[config.mk]
export PLATFORM = sky130hd
export DESIGN_NAME = pcm_voice_port
export DESIGN_NICKNAME = d
export VERILOG_FILES = /design/src/rtl/pcm_pkg.sv /design/src/rtl/pcm_sync_chain.sv /design/src/rtl/pcm_clkgen.sv /design/src/rtl/pcm_framer.sv /design/src/rtl/pcm_voice_port.sv
export SDC_FILE = /design/constraint.sdc
export NUM_CORES = 1
export LEC_CHECK = 0
export BUFFER_PORTS_ARGS = -buffer_cell sky130_fd_sc_hd__buf_2
export CAP_MARGIN = 20
export CORE_UTILIZATION = 50
export CTS_BUF_LIST = sky130_fd_sc_hd__clkbuf_4 sky130_fd_sc_hd__clkbuf_8 sky130_fd_sc_hd__clkbuf_16
export CTS_CLUSTER_DIAMETER = 60
export DETAILED_ROUTE_END_ITERATION = 8
export GPL_TIMING_DRIVEN = 0
export PLACE_DENSITY = 0.7
export SLEW_MARGIN = 5
export SYNTH_ARGS = -nofsm -noshare
export SYNTH_HDL_FRONTEND = slang
export SYNTH_HIERARCHICAL = 1
export SYNTH_SLANG_ARGS = --single-unit
[constraint.sdc]
create_clock -name clk -period 7.5 [get_ports clk]
set_input_delay 0.75 -clock clk [delete_from_list [all_inputs] [get_ports clk]]
set_output_delay 0.75 -clock clk [all_outputs]
set_load 0.005 [all_outputs]
[src/rtl/pcm_pkg.sv]
package pcm_pkg;
  localparam int SAMPLE_W       = 16;
  localparam int NARROW_W       = 8;
  localparam int IDX_W          = $clog2(SAMPLE_W);
  localparam int LONG_SYNC_BITS = 8;

  // Place the sample so that its MSB sits at the top of the shifter.
  function automatic logic [SAMPLE_W-1:0] load_word(input logic [SAMPLE_W-1:0] d,
                                                     input logic wide);
    return wide ? d : {d[NARROW_W-1:0], {(SAMPLE_W-NARROW_W){1'b0}}};
  endfunction

  // Present a received word right-aligned, zero above an 8-bit sample.
  function automatic logic [SAMPLE_W-1:0] rx_present(input logic [SAMPLE_W-1:0] sh,
                                                      input logic wide);
    return wide ? sh : {{(SAMPLE_W-NARROW_W){1'b0}}, sh[NARROW_W-1:0]};
  endfunction

  function automatic logic [IDX_W-1:0] last_bit(input logic wide);
    return wide ? IDX_W'(SAMPLE_W-1) : IDX_W'(NARROW_W-1);
  endfunction

  // Word start rule at a bit-clock rising edge.
  function automatic logic is_word_start(input logic short_fmt, input logic now,
                                         input logic prev);
    return short_fmt ? (prev & ~now) : (now & ~prev);
  endfunction
endpackage

[src/rtl/pcm_sync_chain.sv]
module pcm_sync_chain #(
  parameter int WIDTH  = 1,
  parameter int STAGES = 2
) (
  input  logic             clk,
  input  logic             rst_n,
  input  logic [WIDTH-1:0] d,
  output logic [WIDTH-1:0] q
);
  logic [STAGES-1:0][WIDTH-1:0] stg;

  always_ff @(posedge clk or negedge rst_n) begin
    if (!rst_n) stg <= '0;
    else        stg <= {stg[STAGES-2:0], d};
  end

  assign q = stg[STAGES-1];
endmodule

[src/rtl/pcm_clkgen.sv]
module pcm_clkgen import pcm_pkg::*; #(
  parameter int DIV_W   = 8,
  parameter int FRAME_W = 9
) (
  input  logic               clk,
  input  logic               rst_n,
  input  logic               en,
  input  logic               short_fmt,
  input  logic [DIV_W-1:0]   half_div,
  input  logic [FRAME_W-1:0] frame_bits,
  output logic               bclk,
  output logic               fsync
);
  localparam logic [FRAME_W-1:0] ONE_F  = FRAME_W'(1);
  localparam logic [FRAME_W-1:0] LONG_F = FRAME_W'(LONG_SYNC_BITS);

  logic [DIV_W-1:0]   div_cnt;
  logic [DIV_W:0]     cnt_next;
  logic [FRAME_W-1:0] pos, pos_next, last_pos;
  logic               tick, gen_rise;

  assign cnt_next = {1'b0, div_cnt} + 1'b1;
  assign tick     = en && (cnt_next >= {1'b0, half_div});
  assign gen_rise = tick && !bclk;
  assign last_pos = frame_bits - ONE_F;
  assign pos_next = (pos >= last_pos) ? '0 : pos + ONE_F;

  always_ff @(posedge clk or negedge rst_n) begin
    if (!rst_n) begin
      div_cnt <= '0;
      bclk    <= 1'b0;
      fsync   <= 1'b0;
      pos     <= '1;
    end else if (!en) begin
      div_cnt <= '0;
      bclk    <= 1'b0;
      fsync   <= 1'b0;
      pos     <= '1;
    end else begin
      if (tick) begin
        div_cnt <= '0;
        bclk    <= ~bclk;
      end else begin
        div_cnt <= cnt_next[DIV_W-1:0];
      end
      if (gen_rise) begin
        pos   <= pos_next;
        fsync <= short_fmt ? (pos_next == last_pos) : (pos_next < LONG_F);
      end
    end
  end

  // the bit clock only moves when the divider expires
  a_r1_clk_holds: assert property (@(posedge clk) disable iff (!rst_n)
    (en && !tick) |=> $stable(bclk));
  // the sync only changes together with a generated rising edge
  a_r2_sync_on_rise: assert property (@(posedge clk) disable iff (!rst_n)
    (en && !$stable(fsync)) |-> $past(gen_rise));
endmodule

[src/rtl/pcm_framer.sv]
module pcm_framer import pcm_pkg::*; (
  input  logic                clk,
  input  logic                rst_n,
  input  logic                short_fmt,
  input  logic                wide,
  input  logic                hiz_late,
  input  logic                bclk_s,
  input  logic                sync_s,
  input  logic                din_s,
  input  logic [SAMPLE_W-1:0] tx_data,
  input  logic                tx_valid,
  output logic                dout,
  output logic                dout_oe,
  output logic [SAMPLE_W-1:0] rx_data,
  output logic                rx_valid,
  output logic                underrun,
  output logic                framing_err
);
  logic                bclk_d, sync_prev, active, tx_fresh, late_release;
  logic [IDX_W-1:0]    bit_idx;
  logic [SAMPLE_W-1:0] tx_sh, rx_sh, tx_hold, rx_next;

  // named internal events
  logic bit_rise, bit_fall, word_start, lsb_fall, early_sync;
  assign bit_rise   = bclk_s & ~bclk_d;
  assign bit_fall   = ~bclk_s & bclk_d;
  assign word_start = bit_rise && is_word_start(short_fmt, sync_s, sync_prev);
  assign lsb_fall   = bit_fall && active && (bit_idx == last_bit(wide));
  assign early_sync = word_start && active;
  assign rx_next    = {rx_sh[SAMPLE_W-2:0], din_s};

  always_ff @(posedge clk or negedge rst_n) begin
    if (!rst_n) begin
      bclk_d       <= 1'b0;
      sync_prev    <= 1'b0;
      active       <= 1'b0;
      tx_fresh     <= 1'b0;
      late_release <= 1'b0;
      bit_idx      <= '0;
      tx_sh        <= '0;
      rx_sh        <= '0;
      tx_hold      <= '0;
      rx_data      <= '0;
      rx_valid     <= 1'b0;
      underrun     <= 1'b0;
      framing_err  <= 1'b0;
      dout_oe      <= 1'b0;
    end else begin
      bclk_d   <= bclk_s;
      rx_valid <= 1'b0;
      underrun <= 1'b0;
      if (bit_rise) sync_prev <= sync_s;
      if (tx_valid) begin
        tx_hold  <= tx_data;
        tx_fresh <= 1'b1;
      end
      if (word_start) begin
        tx_sh        <= load_word(tx_hold, wide);
        active       <= 1'b1;
        bit_idx      <= '0;
        dout_oe      <= 1'b1;
        late_release <= 1'b0;
        underrun     <= ~tx_fresh;
        tx_fresh     <= tx_valid;
        if (active) framing_err <= 1'b1;
      end else if (bit_rise) begin
        if (active) begin
          tx_sh   <= tx_sh << 1;
          bit_idx <= bit_idx + 1'b1;
        end
        if (late_release) begin
          dout_oe      <= 1'b0;
          late_release <= 1'b0;
        end
      end
      if (bit_fall && active) begin
        rx_sh <= rx_next;
        if (lsb_fall) begin
          active   <= 1'b0;
          rx_valid <= 1'b1;
          rx_data  <= rx_present(rx_next, wide);
          if (hiz_late) late_release <= 1'b1;
          else          dout_oe      <= 1'b0;
        end
      end
    end
  end

  assign dout = dout_oe & tx_sh[SAMPLE_W-1];

  // the pin is driven right after a word start
  a_r4_drive_on_start: assert property (@(posedge clk) disable iff (!rst_n)
    word_start |=> dout_oe);
  // receive strobe is a single cycle following a falling edge
  a_r5_rx_single: assert property (@(posedge clk) disable iff (!rst_n)
    rx_valid |=> !rx_valid);
  a_r5_rx_after_fall: assert property (@(posedge clk) disable iff (!rst_n)
    rx_valid |-> $past(bit_fall));
  // release timing after the LSB
  a_r7_early_release: assert property (@(posedge clk) disable iff (!rst_n)
    (lsb_fall && !hiz_late) |=> !dout_oe);
  a_r7_late_hold: assert property (@(posedge clk) disable iff (!rst_n)
    (lsb_fall && hiz_late) |=> dout_oe);
  // underrun only pulses at a word start
  a_r8_underrun_at_start: assert property (@(posedge clk) disable iff (!rst_n)
    underrun |-> $past(word_start));
  // early sync flags and the flag stays
  a_r9_early_flags: assert property (@(posedge clk) disable iff (!rst_n)
    early_sync |=> framing_err);
  a_r9_sticky: assert property (@(posedge clk) disable iff (!rst_n)
    framing_err |=> framing_err);
endmodule

[src/rtl/pcm_voice_port.sv]
module pcm_voice_port import pcm_pkg::*; #(
  parameter int DIV_W   = 8,
  parameter int FRAME_W = 9
) (
  input  logic                clk,
  input  logic                rst_n,
  input  logic                cfg_master,
  input  logic                cfg_short_sync,
  input  logic                cfg_wide,
  input  logic                cfg_hiz_late,
  input  logic [DIV_W-1:0]    cfg_half_div,
  input  logic [FRAME_W-1:0]  cfg_frame_bits,
  input  logic                pcm_clk_in,
  input  logic                pcm_sync_in,
  input  logic                pcm_din,
  output logic                pcm_clk_out,
  output logic                pcm_sync_out,
  output logic                pcm_dout,
  output logic                pcm_dout_oe,
  input  logic [SAMPLE_W-1:0] tx_data,
  input  logic                tx_valid,
  output logic [SAMPLE_W-1:0] rx_data,
  output logic                rx_valid,
  output logic                underrun,
  output logic                framing_err
);
  localparam int SYNC_STAGES = 2;

  logic       gen_bclk, gen_sync;
  logic [2:0] raw_pins, synced_pins;

  pcm_clkgen #(.DIV_W(DIV_W), .FRAME_W(FRAME_W)) u_clkgen (
    .clk        (clk),
    .rst_n      (rst_n),
    .en         (cfg_master),
    .short_fmt  (cfg_short_sync),
    .half_div   (cfg_half_div),
    .frame_bits (cfg_frame_bits),
    .bclk       (gen_bclk),
    .fsync      (gen_sync)
  );

  // Own or external clock/sync take the same synchronized route.
  assign raw_pins = cfg_master ? {gen_bclk, gen_sync, pcm_din}
                               : {pcm_clk_in, pcm_sync_in, pcm_din};

  pcm_sync_chain #(.WIDTH(3), .STAGES(SYNC_STAGES)) u_sync (
    .clk   (clk),
    .rst_n (rst_n),
    .d     (raw_pins),
    .q     (synced_pins)
  );

  pcm_framer u_framer (
    .clk         (clk),
    .rst_n       (rst_n),
    .short_fmt   (cfg_short_sync),
    .wide        (cfg_wide),
    .hiz_late    (cfg_hiz_late),
    .bclk_s      (synced_pins[2]),
    .sync_s      (synced_pins[1]),
    .din_s       (synced_pins[0]),
    .tx_data     (tx_data),
    .tx_valid    (tx_valid),
    .dout        (pcm_dout),
    .dout_oe     (pcm_dout_oe),
    .rx_data     (rx_data),
    .rx_valid    (rx_valid),
    .underrun    (underrun),
    .framing_err (framing_err)
  );

  assign pcm_clk_out  = gen_bclk;
  assign pcm_sync_out = gen_sync;

  // nothing is generated while acting as slave
  a_r10_slave_quiet: assert property (@(posedge clk) disable iff (!rst_n)
    (!cfg_master && !$past(cfg_master)) |-> (!pcm_clk_out && !pcm_sync_out));
endmodule

# Word level (Yosys, flattened, before mapping)
# Index checks and enable logic that the tools add are counted.
[op_classes]
add_sub_neg = 4
n_lt_le_gt_ge = 3
n_eq_ne = 4
muxes = 40
bitwise = 11
reduce_logical = 12
[ops]
columns = ["op", "n"]
rows = [
  ["$mux W16", 5],
  ["$mux W9", 3],
  ["$mux W1", 25],
  ["$mux W4", 4],
  ["$mux W8", 2],
  ["$add A8 B1 Y9 const B", 1],
  ["$add A9 B1 Y9 const B", 1],
  ["$eq A9 B9 Y1", 1],
  ["$ge A9 B8 Y1", 1],
  ["$ge A9 B9 Y1", 1],
  ["$lt A9 B4 Y1 const B", 1],
  ["$sub A9 B1 Y9 const B", 1],
  ["$not A1 Y1", 6],
  ["$reduce_and A2 Y1", 3],
  ["$reduce_bool A2 Y1", 3],
  ["$and A1 B1 Y1", 5],
  ["$logic_and A1 B1 Y1", 5],
  ["$add A4 B1 Y4 const B", 1],
  ["$eq A4 B4 Y1", 1],
  ["$ne A2 B1 Y1 const B", 2],
  ["$mux W3", 1],
  ["$logic_not A1 Y1", 1],
]
[word_totals]
ff_bits = 101
inputBits = 43
out_inout_bits = 23
word_cells = 94

# Longest topological paths before layout
[logic_depth]
ltp_word = 8
depth_mapped = 14
ltp_nobuf = 12

# Modules after synthesis
# Netlist, hierarchy kept.
[modules_own_cells]
columns = ["module", "instances", "cells_each", "area_each_um2", "seq_area_each_um2"]
rows = [
  ["pcm_framer", 1, 254, 3274.4, 1901.8],
  ["pcm_clkgen", 1, 223, 1885.6, 486.7],
  ["pcm_sync_chain", 1, 9, 172.7, 150.1],
  ["pcm_voice_port", 1, 2, 22.5, 0.0],
]

# Worst setup path after synthesis
# No wires, ideal clock.
[synth_path]
path_kind = "in2reg"
from = "in cfg_frame_bits[0]"
to = "reg u_clkgen.fsync"
setup_ps = 92
t_arrival_ps = 3322
required_ps = 7408
path_slack_ps = 4086
cell_stages = 12
n_path_buf = 1
path_cell_list = "or4_4 > nor3_1 > nor2_1 > ha_1 > nand4_1 > o21a_1 > o211ai_1 > buf_6 > or4_2 > nand3_1 > nand4_1 > o31ai_2"
[synth_via]
elab_chain_cells = 7
elab_cells_between_ends = 8
classes_between = "add/sub (1); order compare (2); eq/ne (1); mux (4)"
[synth_lines]
columns = ["element", "line_no", "text"]
rows = [
  ["start, declared", "pcm_voice_port.sv:12", "input logic [FRAME_W-1:0] cfg_frame_bits,"],
  ["$sub A9 B1 Y9 (*)", "pcm_clkgen.sv:25", "assign last_pos = frame_bits - ONE_F;"],
  ["$ge A9 B9 Y1", "pcm_clkgen.sv:26", "assign pos_next = (pos >= last_pos) ? '0 : pos + ONE_F;"],
  ["$mux W9", "pcm_clkgen.sv:26", ""],
  ["$lt A9 B4 Y1 / $eq A9 B9 Y1 (equally long branches)", "pcm_clkgen.sv:48", "fsync <= short_fmt ? (pos_next == last_pos) : (pos_next < LONG_F);"],
  ["$mux W1 (*)", "pcm_clkgen.sv:48", ""],
  ["$mux W1 (*)", "pcm_clkgen.sv:46", "if (gen_rise) begin"],
  ["$mux W1 (*)", "pcm_clkgen.sv:34", "end else if (!en) begin"],
  ["end signal, assigned", "pcm_clkgen.sv:48", ""],
  ["end, declared", "pcm_clkgen.sv:12", "output logic fsync"],
]
# Every way passes the cells marked *; elsewhere a longest branch is shown, timed or not. The select of a mux whose other input is x is not followed.
# A chain may end at the register's enable or synchronous reset.

# Final worst setup path
# Same ends and word-level chain as after synthesis.

==> impl_metrics.csv <==
group,metric,value,unit
yosys,muxShareOfSynthArea,12.2,%
yosys,synth-seq-area-share,47.4,%
clock_network,clock-root-buffer,"clkbuf_8",
run,maxCapViolCount,0,
yosys,yosys.area_share.simple,13.9,%
global_route,antenna_found_initial,0,
setup_path,cp.arrival,3.88,ns
timing,setup_viol,0,
setup_path,r2r-end,"u_clkgen/fsync$_DFFE_PN0P_",
timing,final_hold_viol_count,0,
power,p_per_area,224,nW/µm²
yosys,synth_top_family_by_area,"simple AND/OR/NAND/NOR gates",
drt,drt_wl_total,11.0,mm
min_path,min_path_type,"reg2reg",
setup_path,worstSetupPathType,"in2reg",
setup_path,crit_path_start,"cfg_frame_bits[0]",
clock_network,clkSinkCount,101,
cells_and_area,mostFrequentLayoutCell,"dfrtp_1",
global_route,grt_pass1_wl,18.8,mm
yosys,synthesis.area,5360,µm²
clock_network,clkLatencyLatePin,0.38,ns
setup_path,worstPathRequired,7.77,ns
timing,worst_slew_pin_slew,0.782,ns
timing,clock_skew,0.0148,ns
global_route,grt_pass1_vias,3852,
floorplan,ioPinCount,66,
drt,wl_per_cell,15.7,µm
floorplan,fp.dieW,105,µm
timing,finalCritPeriodShare,48.2,%
drt,ant_nets,0,
yosys,synth_edf_count,0,
yosys,synth_seq_cells,101,
cells_and_area,syn_to_final_growth,13.8,%
yosys,ys_warn_count,6,
clock_network,cts.path.max_buffers,2,
min_path,hold_path_depth,0,
yosys,ys.flop_type,"dfrtp_1",
floorplan,die-area,11100,µm²
yosys,synth-xor-area-share,3.43,%
drt,first_iter_violations,202,
global_route,grt-ovfl-total,0,
clock_network,postCtsHoldBufs,0,
power,vdd_drop_max,124,µV
cells_and_area,layout-drive-gt1-share,29.2,%
run_status,status,"finished, final reports clean",
global_route,grt_max_degree,53,
timing,finalMaxSlewViolations,0,
floorplan,placementRows,37,
clock_network,cts_resized,0,
cells_and_area,finalNetCount,627,
setup_path,rr_startpoint,"u_clkgen/pos[0]$_DFFE_PN1P_",
clock_network,cts_tree,"yes",
yosys,synth_nets,552,
placement,hpwlAfterDp,8.08,mm
drt,vias_per_cell,5.58,
clock_network,cts_setup_buffers,0,
floorplan,start_util,51.6,%
power,power.leakage,2.90,nW
setup_path,worstPathMaxFanout,10,
cells_and_area,antenna_cells,0,
global_route,grt_usage,21.4,%
yosys,syn-instance-count,488,
timing,fin_tns_setup,0,ns
yosys,synth_cell_types,64,
setup_path,r2r_cells,10,
timing,period_minus_slack,3.62,ns
setup_path,endpoint_kind,"flip-flop",
floorplan,core_area,10400,µm²
drt,drc,0,
setup_path,crit_end,"u_clkgen/fsync$_DFFE_PN0P_",
setup_path,rrSetupSlack,4.41,ns
setup_path,cp-start-kind,"input port",
drt,vias,3925,
clock_network,htree_levels,3,
yosys,async_flop_share,100,%
timing,max_slew_margin,47.6,%
yosys,postSynthAreaPerCell,11.0,µm²
cells_and_area,final_cell_mix,"dfrtp_1 (92), buf_2 (71), mux2_2 (41), nand2_1 (40), inv_1 (34)",
placement,globalplace.congestion,0.858,
clock_network,cts_made_buffers,9,
floorplan,die_height,105,µm
yosys,synth_adder_area_share,4.91,%
timing,fmax,276,MHz
clock_network,clkTransAtPathRegs,0.10,ns
drt,firstDrtPassIters,5,
timing,holdWs,0.356,ns
min_path,hp-start,"u_sync/stg[2]$_DFF_PN0_",
timing,grt_setup_unrepaired,"false",
placement,io_buffers,63,
yosys,synth_compound_area_share,12.6,%
registers in the layout, indices dropped and copies added, names as in the netlist, 3 cells and up:
signal	flops
u_sync/stg	3
u_framer/rx_data	16
u_sync/q	3
u_clkgen/div_cnt	8
u_framer/tx_hold	16
u_framer/tx_sh	16
u_clkgen/pos	9
u_framer/rx_sh	15
u_framer/bit_idx	4
synth_stat cells (4+ instances only):
cell / count / area (µm²)
or3_1: 4 / 25.0
nor3_1: 9 / 45.0
clkbuf_1: 5 / 18.8
inv_1: 34 / 128
a21oi_1: 8 / 40.0
buf_2: 9 / 45.0
dfstp_2: 9 / 236
o211ai_1: 12 / 90.1
buf_4: 5 / 37.5
o21ai_0: 12 / 60.1
a31oi_1: 4 / 25.0
a21o_1: 5 / 37.5
mux2_2: 41 / 462
ha_1: 21 / 263
and3_1: 9 / 56.3
xnor2_1: 13 / 114
nor2_1: 20 / 75.1
nand2b_1: 5 / 31.3
nand4_1: 10 / 62.6
nand2_1: 40 / 150
nand3_1: 11 / 55.1
dfrtp_1: 92 / 2300
xor2_1: 8 / 70.1
a211oi_1: 10 / 75.1
mux2i_1: 19 / 190
a221o_1: 8 / 80.1
o221ai_1: 8 / 70.1
logic make-up after synthesis:
kind of cell,Yosys count
AND/OR/NAND/NOR,136
AO/OA/AOI/OAI,89
flip-flops,101
buffers and inverters,60
XOR/XNOR,21
adder cells (fa/ha/maj),21
multiplexers,60
per-stage QoR:
| step | util, % | cell area, µm² | cells | power, W | setup WS [ns] |
|---|---|---|---|---|---|
| floorplan | - | 5360 | 488 | 0.000890 | 4.09 |
| global placement | 56.3 | 5840 | 687 | 0.000972 | 3.54 |
| detailed placement | 56.6 | 5870 | 688 | 0.000993 | 3.51 |
| CTS | 58.8 | 6100 | 704 | 0.00138 | 3.89 |
| global route | 58.8 | 6100 | 704 | 0.00144 | 3.65 |
| finish | 58.8 | 6100 | 704 | 0.00137 | 3.88 |
power by group:
group | internal (W) | leakage [nW] | total [W] | switching (W)
Combinational | 0.000143 | 1.52 | 0.000271 | 0.000128
Sequential | 0.000642 | 1.26 | 0.000709 | 0.0000671
Clock | 0.000195 | 0.111 | 0.000387 | 0.000192
Total | 0.000980 | 2.90 | 0.00137 | 0.000387
worst min-delay path by stage:
| stage | end | slack [ns] |
|---|---|---|
| after CTS | u_sync/q[2]$_DFF_PN0_ | 0.36 |
| after global routing | u_sync/q[2]$_DFF_PN0_ | 0.36 |
| final | u_sync/q[2]$_DFF_PN0_ | 0.36 |
| after floorplan | u_sync/q[0]$_DFF_PN0_ | 0.33 |
| after global placement | u_sync/q[0]$_DFF_PN0_ | 0.34 |
| after detailed placement | u_sync/q[2]$_DFF_PN0_ | 0.34 |
worst max-delay path, cell delays in order:
cell,delay (ns)
buf_2,0.13
or4_4,0.54
nor3_1,0.30
nor2_1,0.14
ha_1,0.31
nand4_1,0.12
or3_1,0.38
o211ai_1,0.31
buf_6,0.20
nor4_1,0.06
a211o_2,0.28
a21oi_1,0.26
o31ai_2,0.09
area by class of cell:
class | instances | area, µm²
multi-input combinational | 327 | 2520
clock buffer | 10 | 131
clock inverter | 6 | 93.8
fill | 886 | 4270
buffer | 26 | 170
sequential | 101 | 2540
inverter | 34 | 128
timing repair buffer | 64 | 345
tap | 136 | 170
metal layers:
metal | vias up | GRT usage, % | share of wire [%]
met5 | - | 0 | 0
met4 | 0 | 7.14 | 1.4
met3 | 12 | 3.59 | 2.4
met2 | 50 | 35.8 | 51
met1 | 1949 | 28.3 | 46
li1 | 1914 | - | -
Power figures use the tool's default switching activity.
